File: config.mk
export PLATFORM = sky130hd
export DESIGN_NAME = hart_local_irq
export DESIGN_NICKNAME = d
export VERILOG_FILES = /design/src/rtl/hlu_pkg.sv /design/src/rtl/hlu_time_base.sv /design/src/rtl/hlu_cmp_slice.sv /design/src/rtl/hlu_msg_slot.sv /design/src/rtl/hart_local_irq.sv
export SDC_FILE = /design/constraint.sdc
export NUM_CORES = 2
export LEC_CHECK = 0
export ABC_AREA = 1
export BUFFER_PORTS_ARGS = -buffer_cell sky130_fd_sc_hd__buf_2
export CAP_MARGIN = 30
export CORE_UTILIZATION = 39
export DETAILED_ROUTE_END_ITERATION = 16
export SYNTH_ARGS = -nofsm -noshare
export SYNTH_HDL_FRONTEND = slang
export SYNTH_SLANG_ARGS = --single-unit
File: constraint.sdc
create_clock -name clk -period 2.35 [get_ports clk]
set_input_delay 0.235 -clock clk [delete_from_list [all_inputs] [get_ports clk]]
set_output_delay 0.235 -clock clk [all_outputs]
set_load 0.01 [all_outputs]
File: src/rtl/hlu_pkg.sv
package hlu_pkg;

    localparam int NLV = 4;
    localparam int IXW = 4;

    typedef enum logic [1:0] {
        LV_MACH = 2'd0,
        LV_HYP  = 2'd1,
        LV_SUP  = 2'd2,
        LV_USR  = 2'd3
    } lvl_e;

    localparam logic [IXW-1:0] IX_TIME = 4'd0;
    localparam logic [IXW-1:0] IX_CMP0 = 4'd1;
    localparam logic [IXW-1:0] IX_MSG0 = 4'd5;
    localparam logic [IXW-1:0] IX_TEN  = 4'd9;

    typedef struct packed {
        logic           time_ld;
        logic           ten_ld;
        logic [NLV-1:0] cmp_ld;
        logic [NLV-1:0] msg_ld;
    } wr_dec_t;

    function automatic logic [IXW-1:0] cmp_ix(input int l);
        return IX_CMP0 + IXW'(l);
    endfunction

    function automatic logic [IXW-1:0] msg_ix(input int l);
        return IX_MSG0 + IXW'(l);
    endfunction

    function automatic wr_dec_t decode_wr(input logic we, input logic [IXW-1:0] ix);
        wr_dec_t d;
        d.time_ld = we && (ix == IX_TIME);
        d.ten_ld  = we && (ix == IX_TEN);
        for (int l = 0; l < NLV; l++) begin
            d.cmp_ld[l] = we && (ix == cmp_ix(l));
            d.msg_ld[l] = we && (ix == msg_ix(l));
        end
        return d;
    endfunction

    function automatic logic [NLV-1:0] level_mask(input bit lower);
        return lower ? {NLV{1'b1}} : {{(NLV-1){1'b0}}, 1'b1};
    endfunction

endpackage

File: src/rtl/hlu_time_base.sv
module hlu_time_base #(
    parameter int DW = 64
) (
    input  logic          clk,
    input  logic          rst,
    input  logic          tick,
    input  logic          load,
    input  logic [DW-1:0] load_val,
    output logic [DW-1:0] now
);

    always_ff @(posedge clk) begin
        if (rst)       now <= '0;
        else if (load) now <= load_val;
        else if (tick) now <= now + 1'b1;
    end

    // one step per tick
    a_r2_tick_step: assert property (@(posedge clk) disable iff (rst)
        (tick && !load) |=> (now == $past(now) + 1'b1));

    // idle cycles hold the count
    a_r2_hold: assert property (@(posedge clk) disable iff (rst)
        (!tick && !load) |=> $stable(now));

    // load overrides the tick
    a_r3_load_wins: assert property (@(posedge clk) disable iff (rst)
        load |=> (now == $past(load_val)));

endmodule

File: src/rtl/hlu_cmp_slice.sv
module hlu_cmp_slice #(
    parameter int DW = 64
) (
    input  logic          clk,
    input  logic          rst,
    input  logic          cmp_wr,
    input  logic [DW-1:0] cmp_wdata,
    input  logic [DW-1:0] now,
    input  logic          en,
    output logic [DW-1:0] cmp_q,
    output logic          pend
);

    always_ff @(posedge clk) begin
        if (rst)         cmp_q <= '1;
        else if (cmp_wr) cmp_q <= cmp_wdata;
    end

    assign pend = en && (now >= cmp_q);

    // a compare write is visible one edge later
    a_r4_cmp_update: assert property (@(posedge clk) disable iff (rst)
        cmp_wr |=> (cmp_q == $past(cmp_wdata)));

endmodule

File: src/rtl/hlu_msg_slot.sv
module hlu_msg_slot #(
    parameter int DW = 64
) (
    input  logic          clk,
    input  logic          rst,
    input  logic          lcl_wr,
    input  logic [DW-1:0] lcl_data,
    input  logic          rmt_wr,
    input  logic [DW-1:0] rmt_data,
    output logic [DW-1:0] word,
    output logic          pend
);

    always_ff @(posedge clk) begin
        if (rst)         word <= '0;
        else if (rmt_wr) word <= rmt_data;
        else if (lcl_wr) word <= lcl_data;
    end

    assign pend = |word;

    // remote data survives a same-cycle local write
    a_r7_remote_wins: assert property (@(posedge clk) disable iff (rst)
        rmt_wr |=> (word == $past(rmt_data)));

    // a lone local write stores its data
    a_r6_local_store: assert property (@(posedge clk) disable iff (rst)
        (lcl_wr && !rmt_wr) |=> (word == $past(lcl_data)));

endmodule

File: src/rtl/hart_local_irq.sv
module hart_local_irq #(
    parameter int DW           = 64,
    parameter bit LOWER_LEVELS = 1'b1
) (
    input  logic                    clk,
    input  logic                    rst,
    input  logic                    tick_en,
    input  logic                    reg_wr,
    input  logic                    reg_rd,
    input  logic [hlu_pkg::IXW-1:0] reg_idx,
    input  logic [DW-1:0]           reg_wdata,
    output logic [DW-1:0]           reg_rdata,
    output logic                    reg_rvld,
    input  logic                    rmt_wr,
    input  logic [1:0]              rmt_lvl,
    input  logic [DW-1:0]           rmt_wdata,
    output logic [hlu_pkg::NLV-1:0] tmr_pend,
    output logic [hlu_pkg::NLV-1:0] sw_pend
);
    import hlu_pkg::*;

    localparam int             IMPL  = LOWER_LEVELS ? NLV : 1;
    localparam logic [NLV-1:0] LMASK = level_mask(LOWER_LEVELS);

    wr_dec_t        wdec;
    logic [DW-1:0]  now;
    logic [NLV-1:0] ten_q;
    logic [DW-1:0]  cmp_q [NLV];
    logic [DW-1:0]  msg_q [NLV];
    logic [DW-1:0]  rd_mux;

    assign wdec = decode_wr(reg_wr, reg_idx);

    hlu_time_base #(.DW(DW)) u_time (
        .clk      (clk),
        .rst      (rst),
        .tick     (tick_en),
        .load     (wdec.time_ld),
        .load_val (reg_wdata),
        .now      (now)
    );

    always_ff @(posedge clk) begin
        if (rst)              ten_q <= '0;
        else if (wdec.ten_ld) ten_q <= reg_wdata[NLV-1:0] & LMASK;
    end

    for (genvar l = 0; l < NLV; l++) begin : g_lvl
        if (l < IMPL) begin : g_on
            hlu_cmp_slice #(.DW(DW)) u_cmp (
                .clk       (clk),
                .rst       (rst),
                .cmp_wr    (wdec.cmp_ld[l]),
                .cmp_wdata (reg_wdata),
                .now       (now),
                .en        (ten_q[l]),
                .cmp_q     (cmp_q[l]),
                .pend      (tmr_pend[l])
            );
            hlu_msg_slot #(.DW(DW)) u_msg (
                .clk      (clk),
                .rst      (rst),
                .lcl_wr   (wdec.msg_ld[l]),
                .lcl_data (reg_wdata),
                .rmt_wr   (rmt_wr && (rmt_lvl == 2'(l))),
                .rmt_data (rmt_wdata),
                .word     (msg_q[l]),
                .pend     (sw_pend[l])
            );

            // a disabled level never shows timer pending
            a_r5_gate: assert property (@(posedge clk) disable iff (rst)
                !ten_q[l] |-> !tmr_pend[l]);

            // clearing the word drops the software line
            a_r6_clear: assert property (@(posedge clk) disable iff (rst)
                (wdec.msg_ld[l] && (reg_wdata == '0) && !(rmt_wr && (rmt_lvl == 2'(l))))
                |=> !sw_pend[l]);
        end else begin : g_off
            assign cmp_q[l]    = '0;
            assign msg_q[l]    = '0;
            assign tmr_pend[l] = 1'b0;
            assign sw_pend[l]  = 1'b0;
        end
    end

    always_comb begin
        rd_mux = '0;
        if (reg_idx == IX_TIME) rd_mux = now;
        if (reg_idx == IX_TEN)  rd_mux = {{(DW-NLV){1'b0}}, ten_q};
        for (int l = 0; l < NLV; l++) begin
            if (reg_idx == cmp_ix(l)) rd_mux = cmp_q[l];
            if (reg_idx == msg_ix(l)) rd_mux = msg_q[l];
        end
    end

    always_ff @(posedge clk) begin
        if (rst) begin
            reg_rdata <= '0;
            reg_rvld  <= 1'b0;
        end else begin
            reg_rvld <= reg_rd;
            if (reg_rd) reg_rdata <= rd_mux;
        end
    end

    // read data arrives one cycle after the request
    a_r8_rd_latency: assert property (@(posedge clk) disable iff (rst)
        reg_rd |=> reg_rvld);

    // indices past the map read as zero
    a_r9_hole_zero: assert property (@(posedge clk) disable iff (rst)
        (reg_rd && (reg_idx > IX_TEN)) |=> (reg_rdata == '0));

    if (!LOWER_LEVELS) begin : g_r10
        // absent levels stay quiet
        a_r10_absent_quiet: assert property (@(posedge clk) disable iff (rst)
            (tmr_pend[NLV-1:1] == '0) && (sw_pend[NLV-1:1] == '0) && (ten_q[NLV-1:1] == '0));
    end

endmodule

Yosys cells after proc, flatten, opt, wreduce, memory -nomap -nowiden
Index checks and enable logic that the tools add are counted.
Widths: inputs -> output; s select.
{"block": "op_classes", "n_reduce_logical": 29, "magnitude_cmp": 4, "n_mux": 20, "eq_ne": 12, "addsub": 1}
{"op": "$mux 64", "n": 20}
{"op": "$ge 64x64->1", "n": 4}
{"op": "$reduce_or 64->1", "n": 4}
{"op": "$add 64x1->64 const B", "n": 1}
{"op": "$logic_and 1x1->1", "n": 18}
{"op": "$eq 4x3->1 const B", "n": 4}
{"op": "$reduce_bool 2->1", "n": 5}
{"op": "$eq 4x2->1 const B", "n": 2}
{"op": "$eq 4x4->1 const B", "n": 2}
{"op": "$eq 2x2->1 const B", "n": 2}
{"op": "$eq 4x1->1 const B", "n": 1}
{"op": "$logic_not 4->1", "n": 1}
{"op": "$eq 2x1->1 const B", "n": 1}
{"op": "$logic_not 2->1", "n": 1}
{"block": "totals", "register_bits": 645, "wordCells": 78, "in_bits": 140, "out_inout_bits": 73}

Longest topological paths before layout
{"block": "logic_depth", "word_depth": 11, "ltp_mapped": 18, "mapped_depth_nobuf": 17}

Modules after synthesis
Synthesis repeated with hierarchy kept, for this count alone.
{"block": "unflattened", "hier_cells": 6311, "area_unflattened_um2": 40050.9}
{"module": "hlu_cmp_slice", "cells_each": 494, "area_per_inst_um2": 3713.6, "seq_area_each_um2": 1281.2, "n_inst": 4}
{"module": "hlu_msg_slot", "cells_each": 540, "area_per_inst_um2": 3313.2, "seq_area_each_um2": 1281.2, "n_inst": 4}
{"module": "hart_local_irq", "cells_each": 1464, "area_per_inst_um2": 7387.1, "seq_area_each_um2": 1381.3, "n_inst": 1}
{"module": "hlu_time_base", "cells_each": 711, "area_per_inst_um2": 4556.9, "seq_area_each_um2": 1281.2, "n_inst": 1}

Least setup slack after synthesis
OpenSTA, ideal clock, no wires.
{"block": "synth_timing", "path_kind": "flip-flop to flip-flop", "from": "reg u_time.now[1]", "to": "reg u_time.now[54]", "setup_ps": 128, "required_ps": 2222, "period_less_slack_ps": 1849, "path_stages_with_launch": 11, "arrival_ps": 1722, "setup_slack_ps": 501, "n_path_buf": 0, "cell_sequence": "dfxtp_1 > ha_1 > nand2_1 > nor2_2 > nand2_1 > nor3_1 > nand3_1 > nand2_1 > nand2_1 > a21oi_1 > nor2_1"}
{"block": "synth_via", "elab_chain_len": 3}
{"item": "from (decl)", "line": "hlu_time_base.sv:9", "source": "output logic [DW-1:0] now"}
{"item": "from (signal assigned)", "line": "hlu_time_base.sv:14", "source": "else if (load) now <= load_val;"}
{"item": "from (signal assigned)", "line": "hlu_time_base.sv:15", "source": "else if (tick) now <= now + 1'b1;"}
{"item": "$add 64x1->64", "line": "hlu_time_base.sv:15"}
{"item": "$mux 64", "line": "hlu_time_base.sv:15"}
{"item": "$mux 64", "line": "hlu_time_base.sv:14"}
No other way between the ends. The select of a mux whose other input is x is not followed.
A chain may end at the register's enable or synchronous reset.

Final worst setup path
{"block": "layout_timing", "from": "reg u_time.now[43]", "to": "out tmr_pend[2] in the netlist's numbering"}
{"block": "layout_via", "elab_chain_len": 2}
{"item": "$ge 64x64->1", "line": "hlu_cmp_slice.sv:19", "source": "assign pend = en && (now >= cmp_q);"}
{"item": "$logic_and 1x1->1", "line": "hlu_cmp_slice.sv:19"}
{"item": "to (decl)", "line": "hart_local_irq.sv:17", "source": "output logic [hlu_pkg::NLV-1:0] tmr_pend,"}
No other way between the ends.

==> metrics.cfg <==
[floorplan]
initial_core_util_pct = 39.6
coreArea_um2 = 99000
die_area_um2 = 102000
rows = 115
ios = 213
die_w_um = 319
die_h_um = 319

[critical_path]
crit_arrival_ns = 2.70
reg2reg_to = u_time.now[27]$_SDFFE_PP0P_
r2r_cells = 10
crit_path_end_kind = primary output
crit_fanout = 5
r2r_slack_ns = 0.04
r2r_start = u_time.now[23]$_SDFFE_PP0P_
worstSetupStartpointType = register
required_ns = 2.12
critPathKind = reg2out

[placement]
pre_cts_ws_ns = -0.488
placed_cell_area_um2 = 43200
gp_congestion = 1.02
placed_cells_incl_taps = 7232
dp_hpwl_mm = 127
io_buffer_count = 212

[cts]
cts_root_buffer = clkbuf_16
clock_sinks = 645
cts_buffer_depth = 3
cts_tree = built
numCtsBuffers = 76
clk_pin_slew_ns = 0.06
insertion_delay_ns = 0.65
cts-htree-levels = 3

[power]
power_density_nw_per_um2 = 579
ir_drop_mv = 0.448
power.leakage_nw = 22.6
total_power_mw = 28.0

[timing]
hold_viol_final = 0
fmax_ghz = 0.341
whs_ns = 0.00553
final.setup.worst_slack_ns = -0.583
rsz0062_at_grt = yes
slew_headroom_pct = 47.6
setup_viol = 8
tightest_slew_ns = 0.783
period_share_pct = 125
slew_viol_final = 0
period_minus_slack_ns = 2.93
skew_ns = 0.0369

[finish]
stdcell_count = 7495
layout_common_cells = nand2_1 (1225), inv_1 (666), nor2_1 (655), dfxtp_1 (562), o21ai_0 (347)
fin_area_um2 = 48300
area_growth_pct = 23.3
finalNetCount = 6551
final_common_cell = nand2_1
drive_gt1_share_pct = 16.3

[drt]
num_vias = 42600
routedWlPerCell_um = 22.9
postRouteAntennaNets = 0
drt_pre_antenna_iters = 6
vias_per_cell = 5.68
wirelength_mm = 172
drt_iter0_markers = 5251
drcViolationCount = 0

[synthesis]
synth_mux_area_share_pct = 0
synth-simple-area-share_pct = 24.6
synth-xor-area-share_pct = 0.961
ys_types = 40
ys_ff_latch = 645
avgSynthCellArea_um2 = 6.72
synth_async_sr_flop_share_pct = 0
synth_nets = 6227
ys_warn_count = 0
synth-compound-area-share_pct = 22.0
synth_top_family_by_area = simple AND/OR/NAND/NOR gates
synth-adder-area-share_pct = 8.20
ys_seq_area_share_pct = 32.9
synth_edf_count = 0
netlist_instances = 5830
netlist_area_um2 = 39200
yosys_most_used_dff = dfxtp_1

[flow_run]
drv_cap = 0

[global_route]
grt_antenna_before_repair = 12
grt_max_degree = 115
grt_first_pass_wirelength_mm = 255
grt-ovfl-total = 0
grtUsageTotal_pct = 32.8
grt_pass1_vias = 39400

[run_status]
status = complete, but fails checks
violations = negative setup slack

[hold_path]
hold_depth = 3
hold-path-endpoint = g_lvl[1].g_on.u_cmp.cmp_q[53]$_SDFFE_PP1P_
min_from = reg_wdata[53]
holdCritPathClass = in2reg

-- area by class of cell --
| type | instances | area [µm²] |
|---|---|---|
| multi-input combinational | 4065 | 23100 |
| tap | 1287 | 1610 |
| clock buffer | 113 | 2250 |
| fill | 9885 | 50700 |
| sequential | 645 | 13100 |
| antenna | 6 | 15.0 |
| inverter | 709 | 2670 |
| timing repair buffer | 657 | 5380 |
| clock inverter | 13 | 221 |
-- cells in the mapped netlist (69+ instances only) --
cell type  number  share of area (%)
nor2_1        676                6.5
a31oi_1        96                1.5
dfxtp_1       645                 33
nand3_1       223                2.8
ha_1          257                8.2
nand4_1        69                1.1
buf_2          88                1.1
o211ai_1      197                3.8
a211oi_1      201                3.8
clkbuf_1      293                2.8
inv_1         691                6.6
a21oi_1       296                3.8
o21ai_1       161                2.1
nand2_1      1265                 12
o21ai_0       356                4.5
-- registers in the layout, indices dropped and copies added (netlist names) --
name and count:
g_lvl.g_on.u_cmp.cmp_q 256, reg_rvld 1, ten_q 4, u_time.now 64
g_lvl.g_on.u_msg.word 256, reg_rdata 64
-- worst max-delay path, cell delays in order, from the launching register on --
cell,delay [ns]
dfxtp_4,0.38
ha_1,0.32
a21oi_1,0.15
o21ai_0,0.13
a21oi_2,0.21
nand2_2,0.15
a21oi_2,0.19
buf_6,0.14
nand3_1,0.09
nand2_2,0.11
inv_2,0.04
buf_6,0.11
-- layer usage --
layer / up-vias / global-route usage [%] / share of wire, %
met3: 380 / 6.81 / 10
li1: 20000 / - / -
met4: 4 / 13.6 / 4.5
met1: 20000 / 45.5 / 43
met2: 2233 / 49.2 / 42
met5: - / 0 / 0.012
-- how the worst max path moves through the flow --
stage	cells after the start	endpoint	start	slack [ns]
2_1_floorplan	10	u_time.now[54]$_SDFFE_PP0P_	u_time.now[1]$_SDFFE_PP0P_	0.50
3_3_place_gp	13	tmr_pend[0]	u_time.now[10]$_SDFFE_PP0P_	-0.45
3_5_place_dp	13	tmr_pend[0]	u_time.now[10]$_SDFFE_PP0P_	-0.49
4_1_cts	12	tmr_pend[2]	u_time.now[40]$_SDFFE_PP0P_	-0.56
5_1_grt	12	tmr_pend[2]	u_time.now[40]$_SDFFE_PP0P_	-0.57
6_report	11	tmr_pend[2]	u_time.now[43]$_SDFFE_PP0P_	-0.58
-- cells by family after synthesis --
kind of cell / Yosys count
buffers and inverters: 1120
xor gates and xnor gates: 43
and+or+nand+nor: 2369
AOI/OAI and AO/OA: 1396
DFF: 645
adders and majority gates: 257
-- what timing repair did --
item                       in CTS  in global routing
hold buffers                  125                  0
setup endpoints to repair       8                 20
setup buffers                   6                  5
gates resized for setup       208                135
pin swaps                      63                 52
hold endpoints to repair      172                  0
-- metrics by stage --
step,TNS (ns),utilization [%]
2_1_floorplan,0,-
3_3_place_gp,-1.11,43.6
3_5_place_dp,-1.13,43.6
4_1_cts,-2.31,48.2
5_1_grt,-2.66,48.8
6_report,-2.30,48.8
-- report_power, final --
group	internal, mW	switching [mW]
Sequential	11.4	0.384
Clock	7.24	5.01
Combinational	1.32	2.62
Total	20.0	8.01
(Power assumes the default switching activity.)
